===== config.mk =====
export PLATFORM = sky130hd
export DESIGN_NAME = tanh_quad_approx
export DESIGN_NICKNAME = d
export VERILOG_FILES = /design/src/rtl/tanh_quad_pkg.sv /design/src/rtl/tanh_quad_front.sv /design/src/rtl/tanh_quad_shape.sv /design/src/rtl/tanh_quad_approx.sv
export SDC_FILE = /design/constraint.sdc
export NUM_CORES = 1
export LEC_CHECK = 0
export BUFFER_PORTS_ARGS = -buffer_cell sky130_fd_sc_hd__buf_2
export CAP_MARGIN = 20
export CORE_ASPECT_RATIO = 0.75
export CORE_MARGIN = 2
export CORE_UTILIZATION = 25
export DETAILED_ROUTE_END_ITERATION = 16
export SETUP_SLACK_MARGIN = 0.2
export SKIP_CTS_REPAIR_TIMING = 1
export SYNTH_ARGS = -nofsm -noshare
export SYNTH_HDL_FRONTEND = slang
export SYNTH_SLANG_ARGS = --single-unit

===== constraint.sdc =====
create_clock -name clk -period 7.8 [get_ports clk]
set_clock_uncertainty 0.05 [all_clocks]
set_input_delay 0.39 -clock clk [delete_from_list [all_inputs] [get_ports clk]]
set_output_delay 0.39 -clock clk [all_outputs]
set_load 0.02 [all_outputs]

===== src/rtl/tanh_quad_pkg.sv =====
package tanh_quad_pkg;

    // Region of the transfer curve a sample falls into.
    typedef enum logic [1:0] {
        RG_SAT_NEG   = 2'd0,
        RG_CURVE_NEG = 2'd1,
        RG_CURVE_POS = 2'd2,
        RG_SAT_POS   = 2'd3
    } region_t;

endpackage


===== src/rtl/tanh_quad_front.sv =====
// Stage one: magnitude extraction, region selection and the linear
// coefficient term (B - g*|n|), all registered.
module tanh_quad_front
    import tanh_quad_pkg::*;
#(
    parameter int IN_W    = 8,
    parameter int IN_FRAC = 5,
    parameter int KNEE    = 64,
    parameter int SLOPE_Q = 32,
    parameter int GAIN_Q  = 8,
    parameter int TERM_W  = 2*IN_W + IN_FRAC + 2
) (
    input  logic                     clk,
    input  logic                     rst,
    input  logic                     in_vld,
    input  logic signed [IN_W-1:0]   in_x,
    output logic                     s1_vld,
    output region_t                  s1_rgn,
    output logic        [IN_W-1:0]   s1_mag,
    output logic signed [TERM_W-1:0] s1_term
);

    localparam logic signed [TERM_W-1:0] BASE_T =
        TERM_W'(SLOPE_Q * (2 ** IN_FRAC));
    localparam logic signed [TERM_W-1:0] GAIN_T = TERM_W'(GAIN_Q);
    localparam logic        [IN_W-1:0]   KNEE_M = IN_W'(KNEE);

    logic                     neg_c;
    logic        [IN_W-1:0]   mag_c;
    logic                     sat_c;
    region_t                  rgn_c;
    logic signed [TERM_W-1:0] mag_ext_c;
    logic signed [TERM_W-1:0] term_c;

    // Unsigned magnitude: the most negative code maps to 2^(IN_W-1),
    // which still fits the IN_W-bit unsigned field.
    always_comb begin
        neg_c = in_x[IN_W-1];
        mag_c = neg_c ? (~in_x + IN_W'(1)) : in_x;
        sat_c = (mag_c >= KNEE_M);
    end

    always_comb begin
        unique case ({neg_c, sat_c})
            2'b00:   rgn_c = RG_CURVE_POS;
            2'b01:   rgn_c = RG_SAT_POS;
            2'b10:   rgn_c = RG_CURVE_NEG;
            default: rgn_c = RG_SAT_NEG;
        endcase
    end

    always_comb begin
        mag_ext_c = $signed({{(TERM_W-IN_W){1'b0}}, mag_c});
        term_c    = BASE_T - (GAIN_T * mag_ext_c);
    end

    always_ff @(posedge clk) begin
        if (rst) begin
            s1_vld  <= 1'b0;
            s1_rgn  <= RG_CURVE_POS;
            s1_mag  <= '0;
            s1_term <= '0;
        end else begin
            s1_vld <= in_vld;
            if (in_vld) begin
                s1_rgn  <= rgn_c;
                s1_mag  <= mag_c;
                s1_term <= term_c;
            end
        end
    end

endmodule


===== src/rtl/tanh_quad_shape.sv =====
// Stage two: the single product |n|*(B - g*|n|), half-up rounding to the
// output format, clamping to one, and sign restoration.
module tanh_quad_shape
    import tanh_quad_pkg::*;
#(
    parameter int IN_W     = 8,
    parameter int IN_FRAC  = 5,
    parameter int OUT_W    = 8,
    parameter int OUT_FRAC = 6,
    parameter int TERM_W   = 2*IN_W + IN_FRAC + 2
) (
    input  logic                     clk,
    input  logic                     rst,
    input  logic                     s1_vld,
    input  region_t                  s1_rgn,
    input  logic        [IN_W-1:0]   s1_mag,
    input  logic signed [TERM_W-1:0] s1_term,
    output logic                     out_vld,
    output logic signed [OUT_W-1:0]  out_y
);

    localparam int PROD_W = TERM_W + IN_W + 1;
    localparam int SHIFT  = 3*IN_FRAC - OUT_FRAC;
    localparam logic signed [PROD_W-1:0] HALF_P =
        (SHIFT > 0) ? PROD_W'(2 ** (SHIFT-1)) : '0;
    localparam logic signed [PROD_W-1:0] ONE_P  = PROD_W'(2 ** OUT_FRAC);
    localparam logic signed [OUT_W-1:0]  ONE_O  = OUT_W'(2 ** OUT_FRAC);

    logic signed [PROD_W-1:0] mag_p;
    logic signed [PROD_W-1:0] term_p;
    logic signed [PROD_W-1:0] prod_c;
    logic signed [PROD_W-1:0] scaled_c;
    logic signed [OUT_W-1:0]  curve_c;
    logic signed [OUT_W-1:0]  y_c;

    always_comb begin
        mag_p    = $signed({{(PROD_W-IN_W){1'b0}}, s1_mag});
        term_p   = {{(PROD_W-TERM_W){s1_term[TERM_W-1]}}, s1_term};
        prod_c   = mag_p * term_p;
        scaled_c = (prod_c + HALF_P) >>> SHIFT;
        if (scaled_c < 0) begin
            curve_c = '0;
        end else if (scaled_c > ONE_P) begin
            curve_c = ONE_O;
        end else begin
            curve_c = OUT_W'(scaled_c);
        end
    end

    always_comb begin
        unique case (s1_rgn)
            RG_SAT_POS:   y_c = ONE_O;
            RG_SAT_NEG:   y_c = -ONE_O;
            RG_CURVE_POS: y_c = curve_c;
            RG_CURVE_NEG: y_c = -curve_c;
            default:      y_c = '0;
        endcase
    end

    always_ff @(posedge clk) begin
        if (rst) begin
            out_vld <= 1'b0;
            out_y   <= '0;
        end else begin
            out_vld <= s1_vld;
            if (s1_vld) begin
                out_y <= y_c;
            end
        end
    end

endmodule


===== src/rtl/tanh_quad_approx.sv =====
// Top: two-stage tanh-shaped activation built from odd-symmetric quadratics.
module tanh_quad_approx
    import tanh_quad_pkg::*;
#(
    parameter int IN_W     = 8,
    parameter int IN_FRAC  = 5,
    parameter int OUT_W    = 8,
    parameter int OUT_FRAC = 6,
    parameter int KNEE     = 64,
    parameter int SLOPE_Q  = 32,
    parameter int GAIN_Q   = 8
) (
    input  logic                    clk,
    input  logic                    rst,
    input  logic                    in_vld,
    input  logic signed [IN_W-1:0]  in_x,
    output logic                    out_vld,
    output logic signed [OUT_W-1:0] out_y
);

    localparam int TERM_W = 2*IN_W + IN_FRAC + 2;

    logic                     s1_vld;
    region_t                  s1_rgn;
    logic        [IN_W-1:0]   s1_mag;
    logic signed [TERM_W-1:0] s1_term;

    tanh_quad_front #(
        .IN_W    (IN_W),
        .IN_FRAC (IN_FRAC),
        .KNEE    (KNEE),
        .SLOPE_Q (SLOPE_Q),
        .GAIN_Q  (GAIN_Q),
        .TERM_W  (TERM_W)
    ) u_front (
        .clk     (clk),
        .rst     (rst),
        .in_vld  (in_vld),
        .in_x    (in_x),
        .s1_vld  (s1_vld),
        .s1_rgn  (s1_rgn),
        .s1_mag  (s1_mag),
        .s1_term (s1_term)
    );

    tanh_quad_shape #(
        .IN_W     (IN_W),
        .IN_FRAC  (IN_FRAC),
        .OUT_W    (OUT_W),
        .OUT_FRAC (OUT_FRAC),
        .TERM_W   (TERM_W)
    ) u_shape (
        .clk     (clk),
        .rst     (rst),
        .s1_vld  (s1_vld),
        .s1_rgn  (s1_rgn),
        .s1_mag  (s1_mag),
        .s1_term (s1_term),
        .out_vld (out_vld),
        .out_y   (out_y)
    );

endmodule


Yosys cells after proc, flatten, opt, wreduce, memory -nomap -nowiden. Cells that the tools add are included.

Output and inout port bits: 9. Register bits: 32. Logic and storage cells: 27. Input bits: 11.

Bitwise gates (word level): 1. Multipliers: 1. Reductions and logical operators: 2. Mux-type cells: 5. Equality and inequality tests: 5. Order comparisons: 3. $add $sub $neg: 4.

Operators with widths (count): $add A32 B10 Y32 const B (1); $pmux W8 S4 (1); $mux W8 (3); $gt A23 B8 Y1 const B (1); $lt A23 B1 Y1 const B (1); $mul A9 B12 Y21 (1); $sub A11 B11 Y12 const A (1); $add A8 B2 Y8 const B (1); $ge A8 B7 Y1 const B (1); $neg A8 Y8 (1); $not A8 Y8 (1); $eq A2 B2 Y1 const B (3); $pmux W2 S3 (1); $eq A2 B1 Y1 const B (2); $logic_not A2 Y1 (2).

Logic depth before layout (Yosys ltp).
Depth after elaboration: 7. Mapped depth: 28.

Hierarchy. From an unflattened synthesis, not the netlist that was laid out.

Cells, all modules: 965. Area total of the unflattened synthesis: 8426.8 µm².

Modules (own cells, without submodules): tanh_quad_shape (sequential area each 180.2 µm², cells an instance 829, area each 7275.7 µm², times used 1); tanh_quad_front (sequential area each 380.4 µm², cells an instance 136, area each 1151.1 µm², times used 1).

Least setup slack after synthesis. Ideal clock, no wire load.

Path type: reg-to-reg. Start: register u_front.s1_mag[0]. End: register u_shape.out_y[6]. Slack: 1.278 ns. Setup time: 0.112 ns. Period minus slack after synthesis: 6.522 ns. Stages on the path, launching flop included: 25. Buffers on the path: 2. Data arrival time: 6.360 ns. Cell sequence: dfxtp_1 > clkbuf_1 > nand2_1 > inv_1 > fa_1 > inv_1 > fa_1 > inv_1 > fa_1 > inv_1 > fa_1 > inv_1 > ha_1 > a2111o_1 > o21ai_1 > xor2_1 > or4_4 > o32a_1 > a211oi_4 > buf_4 > nand2_1 > ha_1 > a21boi_1 > nor4bb_1 > a2111oi_1.

Word-level cells in the longest chain between the ends: 7.

Ends and longest elaborated chain: start, declared (RTL line tanh_quad_front.sv:19) `output logic [IN_W-1:0] s1_mag,`; start signal, assigned (RTL line tanh_quad_front.sv:67) `s1_mag <= mag_c;`; $mul A9 B12 Y21 * (RTL line tanh_quad_shape.sv:39) `prod_c = mag_p * term_p;`; $add A32 B10 Y32 * (RTL line tanh_quad_shape.sv:40) `scaled_c = (prod_c + HALF_P) >>> SHIFT;`; $gt A23 B8 Y1 (RTL line tanh_quad_shape.sv:43) `end else if (scaled_c > ONE_P) begin`; $mux W8 (RTL line tanh_quad_shape.sv:43); $mux W8 * (RTL line tanh_quad_shape.sv:41) `if (scaled_c < 0) begin`; $neg A8 Y8 (RTL line tanh_quad_shape.sv:55) `RG_CURVE_NEG: y_c = -curve_c;`; $pmux W8 S4 * (RTL line tanh_quad_shape.sv:51) `unique case (s1_rgn)`; end signal, assigned (RTL line tanh_quad_shape.sv:67) `out_y <= y_c;`; end, declared (RTL line tanh_quad_shape.sv:19) `output logic signed [OUT_W-1:0] out_y`.

Mark *: on every way between the ends. The rest lies on a longest branch, timed or not. A chain may end at the register's enable or synchronous reset.

Worst setup path after layout.
Start: register u_front.s1_term[5]. End: register u_shape.out_y[6].

Word-level cells in the longest chain between the ends: 7.

Ends and longest elaborated chain: start, declared (RTL line tanh_quad_front.sv:20) `output logic signed [TERM_W-1:0] s1_term`; start signal, assigned (RTL line tanh_quad_front.sv:68) `s1_term <= term_c;`; $mul A9 B12 Y21 * (RTL line tanh_quad_shape.sv:39); $add A32 B10 Y32 * (RTL line tanh_quad_shape.sv:40); $gt A23 B8 Y1 (RTL line tanh_quad_shape.sv:43); $mux W8 (RTL line tanh_quad_shape.sv:43); $mux W8 * (RTL line tanh_quad_shape.sv:41); $neg A8 Y8 (RTL line tanh_quad_shape.sv:55); $pmux W8 S4 * (RTL line tanh_quad_shape.sv:51).

Marks and branches as above.

==> flow_summary_export.csv <==
group,metric,value,unit
status,status,"completed",
grt,grt_overflow_total,0,
placement,dp_hpwl,9120,µm
route,drc_errors,0,
pwr,p_leak,2.41,nW
setup_path,crit_family,"adder cells",
placement,port_buffers,19,
yosys,synth-compound-area-share,16.8,%
clock_network,htree_levels,1,
yosys,synth-edff-count,0,
clock_network,clk_pin_slew,70,ps
route,drtIter0Drc,252,
worst_hold_path,hp-class,"input pin to register",
pwr,cellPowerDensity,108,nW/µm²
yosys,async_reset_ff_share,0,%
yosys,yosys.area_share.simple,20.9,%
route,vias_per_cell,4.67,
yosys,synthXorXnorAreaFrac,5.77,%
setup_path,critPathBufInv,1,
timing,slew_violations,0,
setup_path,reg2reg_from,"u_front.s1_term[5]",
worst_hold_path,min_from,"in_x[0]",
yosys,syn_inst,590,
setup_path,criticalPathCategory,"register to register",
timing,fin_crit,7120,ps
finish,n_antenna_cell,0,
pwr,finalPower,0.000568,W
yosys,yosysWarnings,0,
route,final_antenna_net_count,0,
clock_network,cts-root-buf,"clkbuf_16",
grt,grtUsageTotal,11.3,%
finish,area_delta_synth_final,8.71,%
route,vias,3931,
finish,drive_gt1_share,6.62,%
setup_path,cp-end-kind,"register",
grt,first_global_vias,3831,
timing,tightest_slew,649,ps
setup_path,start_kind,"register",
setup_path,cp_max_fo,13,
route,wire_per_inst,13.0,µm
yosys,synth-seq-cells,28,
setup_path,required,7910,ps
setup_path,cp.arrival,7230,ps
route,drt-total-wl,11000,µm
yosys,synth_top_family_by_area,"adder cells",
pwr,irDropWorstVdd,0.0000779,V
die,ioPinCount,20,
setup_path,reg2regPathDepth,21,
grt,grt_max_degree,33,
clock_network,cts_buffer_depth,2,
yosys,netlist_area,4840,µm²
timing,fin_tns_setup,0,ps
timing,finalHoldViolations,0,
setup_path,crit-reg2reg-capture,"u_shape.out_y[6]",
timing,max_clock_freq,140,MHz
die,core,19200,µm²
setup_path,cp_slowest_stage_delay,570,ps
die,die_area,20500,µm²
timing,rsz0062_at_grt,"no",
timing,post-route-period-util,91.3,%
die,die_x,165,µm
worst_hold_path,holdPathStages,3,
route,first_pass_iters,4,
placement,place.gp.congestion,0.882,
yosys,synth_fp_nets,699,
finish,mostFrequentLayoutCells,"97 x inv_1, 60 x fa_1, 58 x nand2_1",
setup_path,cp-startpoint,"u_front.s1_term[5]",
clock_network,cts_buffers,3,
timing,maxSlewHeadroom,56.4,%
die,start_util,25.3,%
yosys,synth.area.mux_share,0.827,%
die,core.rowCount,44,
setup_path,slowest_stage,"fa_1",
worst_hold_path,hold_end,"u_front.s1_mag[0]",
yosys,synth_area_per_cell,8.20,µm²
grt,antenna_found_initial,0,
die,die_h,124,µm
yosys,ys.flop_type,"dfxtp_1",
finish,final_nets,699,
setup_path,crit_chain,"nand2_1 -> fa_1 -> inv_1 -> ha_1 -> ha_1 -> fa_1 -> nand4b_2 -> or2_2 -> fa_1 -> nand2b_1 -> a21oi_1 -> xor2_2 -> o2111ai_1 -> or4_4 -> o32a_1 -> a211oi_4 -> nand2_1 -> ha_1 -> a21boi_1 -> nor4bb_1 -> a2111oi_1",
yosys,synthAdderAreaFrac,34.6,%
grt,grt_pass1_wl,19100,µm
clock_network,cts.sink_count,28,
timing,setup_viol,0,
yosys,yosys.cell_types.count,69,
setup_path,reg2reg_setup_slack,680,ps
clock_network,cts_tree,"yes",
clock_network,clk_latency,260,ps
job,max_cap_viol_count,0,
finish,final_common_cell,"inv_1",
yosys,yosysSeqAreaShare,11.6,%
## stage by stage
step,util [%],hold slack [ps],area (µm²),std cells,worst slack (ps)
after floorplan,-,453,4840,590,1280
after global routing,27.5,443,5260,842,212
after global placement,26.9,409,5150,838,795
after detailed placement,26.9,416,5150,838,714
after CTS,27.5,402,5260,842,656
final,27.5,410,5260,842,679
## cells in the mapped netlist, drive strengths merged, types with 12 or more instances
cell	count	area share, %
a21oi	23	2.4
o21ai	22	2.3
xor2	15	2.9
nand2	58	4.5
and2	37	4.8
nand2b	12	1.6
nor2	45	3.5
a211oi	15	2.7
ha	38	9.8
nand3	12	1.2
dfxtp	28	12
fa	60	25
clkbuf	20	1.6
inv	97	7.5
## cells by family (layout without fill, tap and decap cells)
family,Yosys count,in the layout
flops,28,28
fa+ha+maj,98,98
simple gates,201,201
xor+xnor,27,27
mux,4,4
compound gates,111,111
buf+inv,121,120
## tightest hold or removal path, delay by kind of cell
| kind | cells | cell delay (ps) |
|---|---|---|
| mux | 1 | 80 |
| simple gates | 1 | 80 |
| buf+inv | 1 | 130 |
## routing by layer
metal	global-route usage (%)	vias to the layer above	part of all wire, %
met4	1.69	0	1.0
li1	-	1945	-
met2	15.9	92	39
met1	17.8	1884	54
met3	2.36	10	5.4
met5	0	-	0
## cell type report
type	count	area, µm²
Sequential cell	28	562
Tap cell	253	317
Timing Repair Buffer	19	95.1
Clock buffer	3	75.1
Multi-Input combinational cell	441	3820
Clock inverter	1	30.0
Fill cell	2064	13900
Inverter	97	364
## registers in the layout, indices dropped and copies added (netlist names)
name and flops:
u_front.s1_mag 8, u_front.s1_term 8, u_front.s1_vld 1, u_shape.out_y 8, u_front.s1_rgn 2, u_shape.out_vld 1
## power by group
part           leakage (nW)  switching, W  internal (W)
Sequential            0.231     0.0000206      0.000153
Combinational          2.12      0.000146     0.0000939
Clock                0.0511     0.0000518      0.000102
Total                  2.41      0.000219      0.000349
## how the worst max path moves through the flow
stage | cells after the start | end | slack (ps)
after floorplan | 24 | u_shape.out_y[6] | 1280
after global placement | 21 | u_shape.out_y[6] | 790
after detailed placement | 21 | u_shape.out_y[6] | 710
after CTS | 21 | u_shape.out_y[6] | 660
after global routing | 21 | u_shape.out_y[6] | 210
final | 21 | u_shape.out_y[6] | 680
Note: power is estimated with default switching activity, not from simulation.
